$ cat config.mk
export PLATFORM = sky130hd
export DESIGN_NAME = karatsuba_iter_mul
export DESIGN_NICKNAME = d
export VERILOG_FILES = /design/src/rtl/kara_pkg.sv /design/src/rtl/kara_seq.sv /design/src/rtl/kara_opsel.sv /design/src/rtl/kara_core.sv /design/src/rtl/kara_accum.sv /design/src/rtl/karatsuba_iter_mul.sv
export SDC_FILE = /design/constraint.sdc
export NUM_CORES = 1
export LEC_CHECK = 0
export ABC_AREA = 1
export BUFFER_PORTS_ARGS = -buffer_cell sky130_fd_sc_hd__buf_2
export CAP_MARGIN = 20
export CORE_AREA = 5 5 143 145
export CTS_CLUSTER_SIZE = 25
export DETAILED_ROUTE_END_ITERATION = 6
export DIE_AREA = 0 0 148 150
export GPL_ROUTABILITY_DRIVEN = 0
export PLACE_DENSITY_LB_ADDON = 0.25
export SKIP_LAST_GASP = 1
export SYNTH_ARGS = -nofsm -noshare
export SYNTH_HDL_FRONTEND = slang
export SYNTH_SLANG_ARGS = --single-unit
$ cat constraint.sdc
create_clock -name clk -period 4.65 [get_ports clk]
set_input_delay 0.465 -clock clk [delete_from_list [all_inputs] [get_ports clk]]
set_output_delay 0.465 -clock clk [all_outputs]
set_load 0.005 [all_outputs]
$ cat src/rtl/kara_pkg.sv
package kara_pkg;

    localparam int NUM_SEG  = 4;
    localparam int NUM_POS  = 2 * NUM_SEG - 1;
    localparam int NUM_STEP = 9;
    localparam int STEP_W   = $clog2(NUM_STEP);

    // Offset (in segments) at which each step's partial product is folded in.
    // Bit k set means "XOR the partial product in at k segments up".
    function automatic logic [NUM_POS-1:0] step_place(input logic [STEP_W-1:0] step);
        logic [NUM_POS-1:0] w;
        case (step)
            4'd0:    w = 7'b0001111; // s0*t0
            4'd1:    w = 7'b1111000; // s3*t3
            4'd2:    w = 7'b0011110; // s1*t1
            4'd3:    w = 7'b0111100; // s2*t2
            4'd4:    w = 7'b0001010; // (s0^s1)*(t0^t1)
            4'd5:    w = 7'b0101000; // (s2^s3)*(t2^t3)
            4'd6:    w = 7'b0011000; // (s1^s3)*(t1^t3)
            4'd7:    w = 7'b0001100; // (s0^s2)*(t0^t2)
            4'd8:    w = 7'b0001000; // all four segments
            default: w = '0;
        endcase
        return w;
    endfunction

    // Which operand segments are XORed together for the core in each step.
    function automatic logic [NUM_SEG-1:0] step_mask(input logic [STEP_W-1:0] step);
        logic [NUM_SEG-1:0] m;
        case (step)
            4'd0:    m = 4'b0001;
            4'd1:    m = 4'b1000;
            4'd2:    m = 4'b0010;
            4'd3:    m = 4'b0100;
            4'd4:    m = 4'b0011;
            4'd5:    m = 4'b1100;
            4'd6:    m = 4'b1010;
            4'd7:    m = 4'b0101;
            4'd8:    m = 4'b1111;
            default: m = '0;
        endcase
        return m;
    endfunction

endpackage

$ cat src/rtl/kara_seq.sv
module kara_seq
    import kara_pkg::*;
(
    input  logic              clk,
    input  logic              rst_n,
    input  logic              start,
    output logic              busy,
    output logic              load,
    output logic              done,
    output logic [NUM_SEG-1:0] mask,
    output logic [NUM_POS-1:0] place
);

    typedef struct packed {
        logic              busy;
        logic [STEP_W-1:0] step;
        logic              done;
    } seq_t;

    seq_t seq_d, seq_q;

    always_comb begin
        seq_d      = seq_q;
        seq_d.done = 1'b0;
        load       = 1'b0;
        if (!seq_q.busy) begin
            if (start) begin
                load       = 1'b1;
                seq_d.busy = 1'b1;
                seq_d.step = '0;
            end
        end else if (seq_q.step == STEP_W'(NUM_STEP - 1)) begin
            seq_d.busy = 1'b0;
            seq_d.done = 1'b1;
            seq_d.step = '0;
        end else begin
            seq_d.step = seq_q.step + 1'b1;
        end
    end

    always_ff @(posedge clk or negedge rst_n) begin
        if (!rst_n) seq_q <= '0;
        else        seq_q <= seq_d;
    end

    assign busy  = seq_q.busy;
    assign done  = seq_q.done;
    assign mask  = step_mask(seq_q.step);
    assign place = seq_q.busy ? step_place(seq_q.step) : '0;

endmodule

$ cat src/rtl/kara_opsel.sv
module kara_opsel
    import kara_pkg::*;
#(
    parameter int SEG_W = 4
) (
    input  logic [NUM_SEG*SEG_W-1:0] op,
    input  logic [NUM_SEG-1:0]       mask,
    output logic [SEG_W-1:0]         sel
);

    always_comb begin
        sel = '0;
        for (int s = 0; s < NUM_SEG; s++) begin
            if (mask[s]) sel = sel ^ op[s*SEG_W +: SEG_W];
        end
    end

endmodule

$ cat src/rtl/kara_core.sv
module kara_core #(
    parameter int SEG_W = 4
) (
    input  logic [SEG_W-1:0]   x,
    input  logic [SEG_W-1:0]   y,
    output logic [2*SEG_W-2:0] p
);

    always_comb begin
        p = '0;
        for (int i = 0; i < SEG_W; i++) begin
            for (int j = 0; j < SEG_W; j++) begin
                p[i+j] = p[i+j] ^ (x[i] & y[j]);
            end
        end
    end

endmodule

$ cat src/rtl/kara_accum.sv
module kara_accum
    import kara_pkg::*;
#(
    parameter int SEG_W = 4
) (
    input  logic [NUM_SEG*2*SEG_W-2:0] acc_q,
    input  logic [2*SEG_W-2:0]         pp,
    input  logic [NUM_POS-1:0]         place,
    output logic [NUM_SEG*2*SEG_W-2:0] acc_d
);

    localparam int ACC_W = NUM_SEG * 2 * SEG_W - 1;

    logic [ACC_W-1:0] lane [NUM_POS];
    logic [ACC_W-1:0] stage1;

    for (genvar k = 0; k < NUM_POS; k++) begin : g_lane
        assign lane[k] = place[k] ? (ACC_W'(pp) << (k * SEG_W)) : '0;
    end

    // Even offsets never overlap each other, nor do odd ones: two flat stages.
    always_comb begin
        stage1 = acc_q;
        for (int k = 0; k < NUM_POS; k += 2) stage1 = stage1 ^ lane[k];
        acc_d = stage1;
        for (int k = 1; k < NUM_POS; k += 2) acc_d = acc_d ^ lane[k];
    end

endmodule

$ cat src/rtl/karatsuba_iter_mul.sv
module karatsuba_iter_mul
    import kara_pkg::*;
#(
    parameter int WIDTH = 16
) (
    input  logic               clk,
    input  logic               rst_n,
    input  logic               start,
    input  logic [WIDTH-1:0]   op_a,
    input  logic [WIDTH-1:0]   op_b,
    output logic [2*WIDTH-2:0] product,
    output logic               done
);

    localparam int SEG_W  = (WIDTH + NUM_SEG - 1) / NUM_SEG;
    localparam int PAD_W  = NUM_SEG * SEG_W;
    localparam int ACC_W  = 2 * PAD_W - 1;
    localparam int PROD_W = 2 * WIDTH - 1;

    typedef struct packed {
        logic [PAD_W-1:0] a;
        logic [PAD_W-1:0] b;
        logic [ACC_W-1:0] acc;
    } dp_t;

    dp_t dp_d, dp_q;

    logic               busy;
    logic               load;
    logic [NUM_SEG-1:0] mask;
    logic [NUM_POS-1:0] place;
    logic [SEG_W-1:0]   core_x, core_y;
    logic [2*SEG_W-2:0] core_p;
    logic [ACC_W-1:0]   acc_next;

    kara_seq u_seq (
        .clk   (clk),
        .rst_n (rst_n),
        .start (start),
        .busy  (busy),
        .load  (load),
        .done  (done),
        .mask  (mask),
        .place (place)
    );

    kara_opsel #(.SEG_W(SEG_W)) u_sel_a (.op(dp_q.a), .mask(mask), .sel(core_x));
    kara_opsel #(.SEG_W(SEG_W)) u_sel_b (.op(dp_q.b), .mask(mask), .sel(core_y));

    kara_core #(.SEG_W(SEG_W)) u_core (.x(core_x), .y(core_y), .p(core_p));

    kara_accum #(.SEG_W(SEG_W)) u_acc (
        .acc_q (dp_q.acc),
        .pp    (core_p),
        .place (place),
        .acc_d (acc_next)
    );

    always_comb begin
        dp_d = dp_q;
        if (load) begin
            dp_d.a   = PAD_W'(op_a);
            dp_d.b   = PAD_W'(op_b);
            dp_d.acc = '0;
        end else if (busy) begin
            dp_d.acc = acc_next;
        end
    end

    always_ff @(posedge clk or negedge rst_n) begin
        if (!rst_n) dp_q <= '0;
        else        dp_q <= dp_d;
    end

    assign product = dp_q.acc[PROD_W-1:0];

    if (ACC_W > PROD_W) begin : g_pad_hi
        logic unused_pad_hi;
        assign unused_pad_hi = ^dp_q.acc[ACC_W-1:PROD_W];
    end

endmodule

# ---- Yosys cells after proc, flatten, opt, wreduce, memory -nomap -nowiden
# Memories as Yosys holds them, arrays and structs flattened.
# Cells that the tools add are included.
dict set report classes {
  n_reduce_logical 2
  bitwise 38
  add_sub_neg 1
  muxes 26
  n_eq_ne 1
}
# operator count
set ops {}
lappend ops {{XOR 31 bit} 5}
lappend ops {{2-to-1 mux 31 bit} 3}
lappend ops {{2-to-1 mux 4 bit} 9}
lappend ops {{XOR 31 x 19 -> 31 bit} 1}
lappend ops {{XOR 31 x 27 -> 31 bit} 1}
lappend ops {{2-to-1 mux 27 bit} 1}
lappend ops {{XOR 4 bit} 6}
lappend ops {{2-to-1 mux 23 bit} 1}
lappend ops {{2-to-1 mux 19 bit} 1}
lappend ops {{bitwise AND 1 bit} 16}
lappend ops {{2-to-1 mux 15 bit} 1}
lappend ops {{2-to-1 mux 7 bit} 2}
lappend ops {{2-to-1 mux 11 bit} 1}
lappend ops {{2-to-1 mux 5 bit} 2}
lappend ops {{XOR 1 bit} 9}
lappend ops {{2-to-1 mux 1 bit} 5}
lappend ops {{adder 4 x 1 -> 4 bit, second input constant} 1}
lappend ops {{== test 4 bit, second input constant} 1}
lappend ops {{nonzero test 2 bit} 2}
dict set report word_totals {
  output_inout_bits 32
  in_bits 35
  elab_cells 76
  romBits 176
  ff_bits 69
  mem_count 2
}
# name depth width rd rd_clocked_by_memory_dff wr line
set memory_table {}
lappend memory_table {{(name not given)} 16 7 1 0 0 kara_pkg.sv:12} ;# case (step)
lappend memory_table {{(name not given)} 16 4 1 0 0 kara_pkg.sv:30} ;# case (step)

# ---- Logic depth before layout (Yosys ltp)
# Gate-level depths: netlist of the first run.
# An unclocked memory read counts as a cell.
dict set report logic_depth {
  depth_word 22
  depth_mapped 23
  mapped_depth_nobuf 23
}

# ---- Modules after synthesis
# Synthesis of the first run repeated with hierarchy kept, for this count alone.
dict set report unflattened {
  hier_cells 761
  hier_area_um2 5001.0
}
# mod n_inst seq_area_each_um2 cells_each area_each_um2
set by_module_without_submodules {}
lappend by_module_without_submodules {karatsuba_iter_mul 1 1576.5 301 2680.1}
lappend by_module_without_submodules {kara_accum 1 0.0 215 991.0}
lappend by_module_without_submodules {kara_seq 1 150.1 72 595.6}
lappend by_module_without_submodules {kara_opsel 2 0.0 63 262.8}
lappend by_module_without_submodules {kara_core 1 0.0 47 209.0}

# ---- Worst setup path before layout of the first run
# No wires, ideal clock.
dict set report synth_path {
  path_kind {register to register}
  start {register u_seq.seq_q[1] in the netlist's numbering}
  end {register dp_q (netlist bit product[27])}
  required_time_ns 4.533
  path_stages_with_launch 20
  synth_period_minus_slack_ns 2.423
  n_path_buf 1
  path_slack_ns 2.227
  setup_time_ns 0.117
  arrival_ns 2.306
  cell_sequence {dfrtp_1 > inv_1 > ha_1 > inv_1 > nand2_1 > nand2_1 > nand2_2 > nor2_1 > xnor2_1 > inv_1 > nand2_1 > nand2_4 > nor2_4 > xor2_2 > inv_2 > nand2_4 > buf_6 > nand3_1 > nand2_1 > nand2_1}
}
dict set report synth_between {
  elab_chain_len 19
  word_cells_on_any_way 31
  classes_between {mux (12); bitwise (17); memory (2)}
}
# item line
set synth_rtl {}
lappend synth_rtl {{from (decl)} kara_seq.sv:20} ;# seq_t seq_d, seq_q;
lappend synth_rtl {{from (signal assigned)} kara_seq.sv:43} ;# else seq_q <= seq_d;
lappend synth_rtl {{memory (16 x 4 bit)} --}
lappend synth_rtl {{2-to-1 mux 4 bit} kara_opsel.sv:14} ;# if (mask[s]) sel = sel ^ op[s*SEG_W +: SEG_W];
lappend synth_rtl {{XOR 4 bit} kara_opsel.sv:14}
lappend synth_rtl {{2-to-1 mux 4 bit} kara_opsel.sv:14}
lappend synth_rtl {{XOR 4 bit} kara_opsel.sv:14}
lappend synth_rtl {{2-to-1 mux 4 bit} kara_opsel.sv:14}
lappend synth_rtl {{XOR 4 bit} kara_opsel.sv:14}
lappend synth_rtl {{2-to-1 mux 4 bit} kara_opsel.sv:14}
lappend synth_rtl {{bitwise AND 1 bit} kara_core.sv:13} ;# p[i+j] = p[i+j] ^ (x[i] & y[j]);
lappend synth_rtl {{XOR 1 bit (3 in series)} kara_core.sv:13}
lappend synth_rtl {{2-to-1 mux 31 bit *} kara_accum.sv:18} ;# assign lane[k] = place[k] ? (ACC_W'(pp) << (k * SEG_W)) : '0;
lappend synth_rtl {{XOR 31 bit *} kara_accum.sv:24} ;# for (int k = 0; k < NUM_POS; k += 2) stage1 = stage1 ^ lane[k];
lappend synth_rtl {{XOR 31 bit *} kara_accum.sv:26} ;# for (int k = 1; k < NUM_POS; k += 2) acc_d = acc_d ^ lane[k];
lappend synth_rtl {{XOR 31 x 19 -> 31 bit *} kara_accum.sv:26}
lappend synth_rtl {{XOR 31 x 27 -> 31 bit *} kara_accum.sv:26}
lappend synth_rtl {{2-to-1 mux 31 bit *} karatsuba_iter_mul.sv:65} ;# end else if (busy) begin
lappend synth_rtl {{2-to-1 mux 31 bit *} karatsuba_iter_mul.sv:61} ;# if (load) begin
lappend synth_rtl {{to (signal assigned)} karatsuba_iter_mul.sv:72} ;# else dp_q <= dp_d;
lappend synth_rtl {{to (decl)} karatsuba_iter_mul.sv:26} ;# dp_t dp_d, dp_q;
# Every way passes the cells marked *; elsewhere a longest branch is shown, timed or not. The select of a mux whose other input is x is not followed.
# A chain may end at the register's enable or synchronous reset.

# ---- Final worst setup path of the first run
dict set report layout_path {
  start {register u_seq.seq_q[1] in the netlist's numbering}
  end {register dp_q (netlist bit product[20])}
}
dict set report layout_between {
  elab_chain_len 19
  word_cells_on_any_way 32
  classes_between {mux (13); bitwise (17); memory (2)}
}
# item line
set layout_rtl {}
lappend layout_rtl {{memory (16 x 4 bit)} --}
lappend layout_rtl {{2-to-1 mux 4 bit} kara_opsel.sv:14}
lappend layout_rtl {{XOR 4 bit} kara_opsel.sv:14}
lappend layout_rtl {{2-to-1 mux 4 bit} kara_opsel.sv:14}
lappend layout_rtl {{XOR 4 bit} kara_opsel.sv:14}
lappend layout_rtl {{2-to-1 mux 4 bit} kara_opsel.sv:14}
lappend layout_rtl {{XOR 4 bit} kara_opsel.sv:14}
lappend layout_rtl {{2-to-1 mux 4 bit} kara_opsel.sv:14}
lappend layout_rtl {{bitwise AND 1 bit} kara_core.sv:13}
lappend layout_rtl {{XOR 1 bit (2 in series)} kara_core.sv:13}
lappend layout_rtl {{2-to-1 mux 23 bit} kara_accum.sv:18}
lappend layout_rtl {{XOR 31 bit (2 in series)} kara_accum.sv:24}
lappend layout_rtl {{XOR 31 bit} kara_accum.sv:26}
lappend layout_rtl {{XOR 31 x 19 -> 31 bit} kara_accum.sv:26}
lappend layout_rtl {{XOR 31 x 27 -> 31 bit *} kara_accum.sv:26}
lappend layout_rtl {{2-to-1 mux 31 bit *} karatsuba_iter_mul.sv:65}
lappend layout_rtl {{2-to-1 mux 31 bit *} karatsuba_iter_mul.sv:61}
# Marked as above.

==> qor.csv, run 1 <==
metric,value,unit
crit_chain,inv_1 -> ha_1 -> nand2_4 -> nand2_4 -> nand2_2 -> nor2_1 -> xnor2_1 -> inv_1 -> nand2_1 -> nand2_4 -> nor2_2 -> nand2_1 -> xnor2_1 -> xor2_1 -> nor2_1,
syn_nets,716,
synth_top_area_cell,dfrtp_1,
die_h,150,um
postPlaceCellArea,0.00496,mm2
syn_area_per_cell,6.88,um2
clkTransAtPathRegs,0.06,ns
clockBufferDepth,2,
start_util,0.244,
worst_slack,1.75,ns
io_buffer_count,66,
crit_path_frequent_cell,nand2_4,
relSlewSlack,0.379,
syn_to_final_growth,12.2,%
grt_pass1_wl,20800,um
max_freq,0.345,GHz
fin_skew,0.00237,ns
dp_slack,1.71,ns
fin_crit,2.90,ns
die_w,148,um
num-fill-cells,2113,
post_cts_buffers,0,
worstSetupEndpointType,flop,
antenna_left,0,
hpwl,9110,um
drt-total-wl,12200,um
numCtsBuffers,9,
grt_use_total,0.117,
ctsHtreeMaxLevel,3,
vias_per_cell,4.25,
drcViolationCount,0,
min_path_type,in2async,
via_count,4043,
clock-sinks,69,
core,0.0191,mm2
post_cts_resized,0,
antenna_found_initial,0,
grt_setup_unrepaired,no,
netlist_area,0.00466,mm2
multi_input_area,0.00227,mm2
yosysSeqAreaShare,0.371,
final_max_slew_viol_count,0,
wl_per_cell,12.9,um
nets,748,
insertion_delay,0.33,ns
setup_viol_count_final,0,
synth_cells,677,
drtIter0Drc,250,
yosysTopAreaCellShare,0.371,
grt_pass1_vias,4048,
rows,51,
ys_ff_latch,69,
pin_count,67,
ys_warn_count,0,
rr_startpoint,u_seq.seq_q[1],
n_antenna_cell,0,
cts-root-buf,clkbuf_16,
startpoint_type,flop,
cp.required,4.86,ns
path_max_fanout,16,
arrival,3.11,ns
worstMarginPinSlew,0.928,ns
grt_max_degree,70,
critPathMaxStageDelay,0.43,ns
post-route-period-util,0.623,
drive_gt1_frac,0.177,
regArea,0.00173,mm2
final_area,0.00522,mm2
crit_type,reg2reg,
critPathLaunch,u_seq.seq_q[1],
drv_cap,0,
die_area,0.0222,mm2
drtPass1Iterations,4,
cpMaxStageDelayCell,dfrtp_1,
grt.overflow.total,0,
ys_top_cells_by_area,"dfrtp_1, nand2_1, nand3_1",
cts_tree,done,
finalHoldViolCount,0,
status,"complete, no violations",
hold_buffers,0,
hold_ws,0.264,ns
ys_types,30,
setup_tns,0,ns
-- stage by stage --
stage / instances / util
2_1_floorplan: 677 / -
3_3_place_gp: 936 / 0.260
3_5_place_dp: 936 / 0.260
4_1_cts: 951 / 0.274
5_1_grt: 951 / 0.274
6_report: 951 / 0.274
-- cell families (layout without fill, tap and decap cells) --
family | count (synthesis) | after routing | share of synthesized area
AND/OR/NAND/NOR | 409 | 409 | 0.387
AO/OA/AOI/OAI | 40 | 40 | 0.0438
multiplexers | 1 | 1 | 0.00242
flip-flops | 69 | 69 | 0.371
buffers and inverters | 133 | 169 | 0.142
adder cells (fa/ha/maj) | 4 | 4 | 0.0108
XOR/XNOR | 21 | 21 | 0.0427
-- final timing paths --
check,to,slack (ns),cells after the start
setup reg to reg,product[20],1.75,15
hold reg to reg,product[29],0.49,1
hold / removal,product[30],0.26,1
min in group clk,dp_q[58],0.33,3
setup / recovery,product[20],1.75,15
max in group asynchronous,dp_q[56],3.79,1
-- registers in the layout, indices dropped and copies added, names as in the netlist --
signal	cells
dp_q	32
product	31
u_seq.seq_q	4
u_seq.busy	1
u_seq.done	1
-- synthesized netlist by cell type, drive strengths merged --
cell and number:
a21oi 2, buf 38, clkbuf 9, clkinv 3
dfrtp 69, ha 4, inv 83, mux2 1
nand2 252, nand3 68, nand3b 8, nand4 9
nor2 69, nor3 1, o21ai 35, o22ai 3
or2 2, xnor2 7, xor2 14
-- cell usage in the layout, fill, tap and decap left out, drive strengths merged --
cell type / Yosys / layout
a21oi: 2 / 2
buf: 38 / 68
clkbuf: 9 / 13
clkinv: 3 / 5
dfrtp: 69 / 69
ha: 4 / 4
inv: 83 / 83
mux2: 1 / 1
nand2: 252 / 252
nand3: 68 / 68
nand3b: 8 / 8
nand4: 9 / 9
nor2: 69 / 69
nor3: 1 / 1
o21ai: 35 / 35
o22ai: 3 / 3
or2: 2 / 2
xnor2: 7 / 7
xor2: 14 / 14
-- worst max-delay path: cells and delay by family (launching register included) --
kind	cells	cell delay, ns
and+or+nand+nor	9	1.27
xor gates and xnor gates	3	0.54
adders and majority gates	1	0.31
buffers and inverters	2	0.24
DFF	1	0.43
-- routing by layer --
| metal | GRT usage | share of wire | wire length (um) | up-vias |
|---|---|---|---|---|
| met2 | 0.190 | 0.44 | 5450 | 88 |
| met3 | 0.0312 | 0.052 | 639 | 12 |
| met5 | 0 | 0 | 0 | - |
| met4 | 0.0291 | 0.0088 | 108 | 0 |
| met1 | 0.155 | 0.49 | 6050 | 1815 |
| li1 | - | - | - | 2128 |
-- layout make-up --
class | count | share of cell area
multi-input combinational | 475 | 0.434
inverter | 86 | 0.0623
clock buffer | 13 | 0.0479
clock inverter | 2 | 0.00192
timing repair buffer | 68 | 0.0666
tap | 238 | 0.0570
sequential | 69 | 0.331
Power of run 1 is left out: the tool's default activity adds up to more than one toggle a clock period on the data nets, which glitch-free logic cannot reach.
==> run 2: changes to the inputs <==
- ABC_AREA: 1 -> 0
- CORE_AREA: 5 5 143 145 -> 5 5 142 144
- DIE_AREA: 0 0 148 150 -> 0 0 147 149
- clock period: 4.65 -> 2.5 ns (I/O delays scaled with it)
==> qor.csv, run 2 <==
metric,value,unit,change
cts_tree,done,,unchanged
clkTransAtPathRegs,0.05,ns,was 0.06 ns
synth_top_area_cell,dfrtp_1,,unchanged
syn_to_final_growth,32.5,%,was 12.2%
largest_reg_flops,32,,unchanged
vias_per_cell,4.47,,was 4.25
ys_warn_count,0,,unchanged
setup_viol_count_final,30,,was 0
clock-sinks,69,,unchanged
yosysTopAreaCellShare,0.376,,was 0.371
io_buffer_count,66,,unchanged
final_common_cell,nand2_1,,unchanged
cp.required,2.75,ns,was 4.86 ns
syn_area_per_cell,8.63,um2,was 6.88 um2
min_path_type,in2reg,,was in2async
drtPass1Iterations,5,,was 4
num-fill-cells,1887,,"was 2,113"
crit_type,reg2reg,,unchanged
via_count,3857,,"was 4,043"
worst_slack,-0.466,ns,was 1.75 ns
yosysSeqAreaShare,0.376,,was 0.371
max_freq,0.337,GHz,was 0.345 GHz
placed_cells,841,,was 936
relSlewSlack,0.569,,was 0.379
grt_max_degree,41,,was 70
worstSetupEndpointType,flop,,unchanged
grt_setup_unrepaired,yes,,was no
die_area,0.0219,mm2,was 0.0222 mm2
drcViolationCount,0,,unchanged
synth_ff_type,dfrtp_1,,unchanged
worstMarginPinSlew,0.645,ns,was 0.928 ns
final_max_slew_viol_count,0,,unchanged
grt.overflow.total,0,,unchanged
violations,negative setup slack,,
numCtsBuffers,9,,unchanged
path_max_fanout,8,,was 16
antenna_found_initial,0,,unchanged
cts-root-buf,clkbuf_16,,unchanged
finalHoldViolCount,0,,unchanged
antenna_left,0,,unchanged
n_antenna_cell,0,,unchanged
largest-register,dp_q,,unchanged
netlist_area,0.00459,mm2,was 0.00466 mm2
ctsHtreeMaxLevel,3,,unchanged
hpwl,9720,um,was 9110 um
drive_gt1_frac,0.345,,was 0.177
fin_skew,0.00698,ns,was 0.00237 ns
ys_top_cells_by_area,"dfrtp_1, nand2_1, xnor3_1",,"was dfrtp_1, nand2_1, nand3_1"
nets,664,,was 748
synth_edf_count,0,,unchanged
die_h,149,um,was 150 um
rows,50,,was 51
setup_tns,-9.76,ns,was 0 ns
final_cell_mix,"nand2_1, dfrtp_1, buf_2",,"was nand2_1, inv_1, dfrtp_1"
clockBufferDepth,2,,unchanged
start_util,0.247,,was 0.244
synth_cells,532,,was 677
drt-total-wl,12800,um,"was 12,200 um"
dp_slack,-0.520,ns,was 1.71 ns
use_met3,0.0340,,was 0.0312
drtIter0Drc,128,,was 250
arrival,3.22,ns,was 3.11 ns
startpoint_type,flop,,unchanged
synthTopCellsByCount,"nand2_1, dfrtp_1, buf_4",,"was nand2_1, inv_1, dfrtp_1"
status,"finished, violations left",,"was complete, no violations"
synthArstFlopShare,1.00,,unchanged
drv_cap,0,,unchanged
fin_crit,2.97,ns,was 2.90 ns
fin_cells,863,,was 951
grt-busiest-layer,met2,,unchanged
globalRouteMet1Util,0.160,,was 0.155
grt_util_met2,0.194,,was 0.190
grt_pass1_wl,21300,um,"was 20,800 um"
insertion_delay,0.34,ns,was 0.33 ns
grt_use_total,0.123,,was 0.117
syn_nets,571,,was 716
post-route-period-util,1.19,,was 0.623
die_w,147,um,was 148 um
hold_ws,0.0999,ns,was 0.264 ns
grt_pass1_vias,4111,,"was 4,048"
wl_per_cell,14.9,um,was 12.9 um
ys_types,51,,was 30
core,0.0186,mm2,was 0.0191 mm2
ys_ff_latch,69,,unchanged
synth.most_common_cell,nand2_1,,unchanged
pin_count,67,,unchanged
## run 2: cell count changes in the layout (fill, tap and decap cells not counted), sizes merged, moves of 12 or more
cell,delta
nand2,-80
buf,+70
inv,-67
nand3,-39
xnor3,+12
nor2,-58
## run 2: final cells by class
type                       instances  area, um2  share of cell area
sequential                        69       1730               0.284
inverter                          16       60.1             0.00987
clock buffer                      15        298              0.0489
timing repair buffer             139        938               0.154
multi-input combinational        390       2770               0.455
tap                              234        293              0.0481
## run 2: final timing paths
path                           startpoint             end  slack, ns  cells past startpoint
min reg2reg                   product[28]     product[28]       0.47                      1
max                        u_seq.seq_q[1]     product[14]      -0.47                     12
min in group asynchronous           rst_n     product[25]       0.36                      2
min                              op_a[10]        dp_q[57]        0.1                      3
max in group asynchronous           rst_n  u_seq.seq_q[4]       1.49                      3
max reg2reg                u_seq.seq_q[1]     product[14]      -0.47                     12
## run 2: layer usage
metal	part of all wire	up-vias
li1	-	1936
met1	0.47	1832
met2	0.46	66
met3	0.044	23
met4	0.024	0
met5	0	-
## run 2: through the flow
step / instance area [um2] / util
after floorplan: 4770 / -
after global placement: 5570 / 0.300
after detailed placement: 5570 / 0.300
after CTS: 5950 / 0.320
after global routing: 6080 / 0.327
final: 6080 / 0.327
## run 2: critical path, cell delays in order, from the launching register on
cell	delay [ns]
dfrtp_1	0.40
inv_2	0.08
ha_4	0.19
mux2i_4	0.31
buf_4	0.19
o32ai_4	0.07
xor2_1	0.22
xnor3_2	0.34
a211o_1	0.34
a21o_1	0.24
and2_4	0.17
a211o_1	0.24
o211ai_1	0.09
## run 2: timing repair
item	CTS	global route
pin swaps	3	9
gates cloned	1	0
hold buffers	1	0
buffers inserted	2	3
resized for setup	17	26
endpoints found under the hold margin	13	0
setup endpoints to repair	31	31
## run 2: cells by family (layout without fill, tap and decap cells)
| family | count (synthesis) | after routing | synth area share |
|---|---|---|---|
| AOI/OAI and AO/OA | 76 | 76 | 0.118 |
| DFF | 69 | 69 | 0.376 |
| and+or+nand+nor | 256 | 256 | 0.249 |
| xor gates and xnor gates | 44 | 44 | 0.136 |
| adders and majority gates | 4 | 4 | 0.0109 |
| muxes | 10 | 10 | 0.0226 |
| buffers and inverters | 73 | 170 | 0.0877 |
Power of run 2 is left out for the same reason.
==> run 3: changes to the inputs <==
- clock period: 2.5 -> 3 ns (I/O delays scaled with it)
==> qor.csv, run 3 (synthesized netlist as in run 2, its figures left out) <==
metric,value,unit,change
status,"finished, violations left",,unchanged
violations,negative setup slack,,unchanged
startpoint_type,flop,,unchanged
hold_buffers,0,,was 1
grt_setup_unrepaired,yes,,unchanged
fin_skew,0.00696,ns,was 0.00698 ns
die_area,0.0219,mm2,unchanged
min_path_type,in2async,,was in2reg
critPathMaxStageDelay,0.39,ns,was 0.40 ns
core,0.0186,mm2,unchanged
die_h,149,um,unchanged
max_freq,0.328,GHz,was 0.337 GHz
vias_per_cell,4.51,,was 4.47
grt_pass1_wl,21300,um,about the same
nets,653,,was 664
hpwl,9880,um,was 9720 um
path_max_fanout,5,,was 8
crit_chain,inv_2 -> ha_4 -> mux2i_4 -> buf_12 -> o32ai_4 -> xor2_1 -> xnor3_1 -> o211a_1 -> buf_6 -> nor3_4 -> nor2_4 -> buf_6 -> a211o_1 -> nand3_2,,was inv_2 -> ha_4 -> mux2i_4 -> buf_4 -> o32ai_4 -> xor2_1 -> xnor3_2 -> a211o_1 -> a21o_1 -> and2_4 -> a211o_1 -> o211ai_1
via_count,3851,,"was 3,857"
ctsHtreeMaxLevel,3,,unchanged
syn_to_final_growth,29.9,%,was 32.5%
grt_max_degree,41,,unchanged
critical_path_buf_inv_count,4,,was 2
post-route-period-util,1.02,,was 1.19
cts-root-buf,clkbuf_16,,unchanged
grt_pass1_vias,4052,,"was 4,111"
crit_type,reg2reg,,unchanged
clock-sinks,69,,unchanged
worstSetupEndpointType,flop,,unchanged
cpMaxStageDelayCell,dfrtp_1,,unchanged
grt_use_total,0.123,,about the same
worst_slack,-0.0450,ns,was -0.466 ns
final_common_cell,nand2_1,,unchanged
start_util,0.247,,unchanged
insertion_delay,0.34,ns,about the same
largest-register,dp_q,,unchanged
num-fill-cells,1902,,"was 1,887"
worst-path-stages,14,,was 12
drv_cap,0,,unchanged
setup_viol_count_final,4,,was 30
final_max_slew_viol_count,0,,unchanged
drtPass1Iterations,5,,unchanged
setup_tns,-0.115,ns,was -9.76 ns
largest_reg_flops,32,,unchanged
final_cell_mix,"nand2_1, dfrtp_1, buf_2",,unchanged
clkTransAtPathRegs,0.06,ns,was 0.05 ns
rows,50,,unchanged
io_buffer_count,66,,unchanged
drt-total-wl,13200,um,"was 12,800 um"
finalHoldViolCount,0,,unchanged
drive_gt1_frac,0.312,,was 0.345
numCtsBuffers,9,,unchanged
antenna_found_initial,0,,unchanged
regArea,0.00173,mm2,about the same
multi_input_area,0.00272,mm2,was 0.00277 mm2
clockBufferDepth,2,,unchanged
drtIter0Drc,293,,was 128
die_w,147,um,unchanged
relSlewSlack,0.306,,was 0.569
cts_tree,done,,unchanged
drcViolationCount,0,,unchanged
worst_path_dominant_cell_family,compound AO/OA/AOI/OAI gates,,unchanged
wl_per_cell,15.5,um,was 14.9 um
arrival,3.33,ns,was 3.22 ns
antenna_left,0,,unchanged
cp.required,3.28,ns,was 2.75 ns
fin_crit,3.05,ns,was 2.97 ns
pin_count,67,,unchanged
fin_util,0.321,,was 0.327
r2r_cells,14,,was 12
worstMarginPinSlew,1.04,ns,was 0.645 ns
crit_path_frequent_cell,buf_6,,was a211o_1
n_antenna_cell,0,,unchanged
grt.overflow.total,0,,unchanged
[run 3: cell count changes in the layout (fill, tap and decap cells not counted), moves of 6 or more]
| cell | before | now |
|---|---|---|
| buf_4 | 62 | 52 |
| nand2_1 | 162 | 170 |
| o21ai_0 | 20 | 27 |
| o21ai_1 | 9 | 2 |
| nand2_2 | 7 | 1 |
[run 3: area by class of cell]
class | count | share of cell area
clock buffer | 11 | 0.0407
clock inverter | 5 | 0.00839
inverter | 16 | 0.0101
multi-input combinational | 390 | 0.456
sequential | 69 | 0.290
tap | 234 | 0.0491
timing repair buffer | 128 | 0.146
[run 3: what timing repair did]
item | in CTS | in global routing
resized for setup | 24 | 28
pin swaps | 24 | 15
hold endpoints to repair | 0 | 0
setup endpoints to repair | 20 | 27
setup buffers | 8 | 4
gates cloned | 0 | 0
[run 3: metal layers]
metal,part of all wire,GRT usage
met5,0,0
met4,0.015,0.0485
met3,0.045,0.0298
met2,0.46,0.198
met1,0.47,0.161
[run 3: final timing paths]
check / from / slack, ns / endpoint
setup / recovery: u_seq.seq_q[2] / -0.05 / product[24]
hold / removal: rst_n / 0.05 / product[21]
setup reg to reg: u_seq.seq_q[2] / -0.05 / product[24]
hold reg to reg: product[27] / 0.47 / product[27]
max in group asynchronous: rst_n / 2.25 / u_seq.seq_q[3]
min in group clk: op_a[3] / 0.15 / dp_q[50]
[run 3: metrics by stage]
stage / setup slack [ns] / cell area, um2 / hold slack [ns] / std cells
2_1_floorplan: 0.00448 / 4630 / 0.00441 / 532
3_3_place_gp: -0.157 / 5320 / 0.427 / 825
3_5_place_dp: -0.216 / 5320 / 0.448 / 825
4_1_cts: -0.118 / 5800 / 0.0749 / 849
5_1_grt: -0.190 / 5970 / 0.112 / 853
6_report: -0.0450 / 5970 / 0.0482 / 853
Power of run 3 is left out for the same reason.
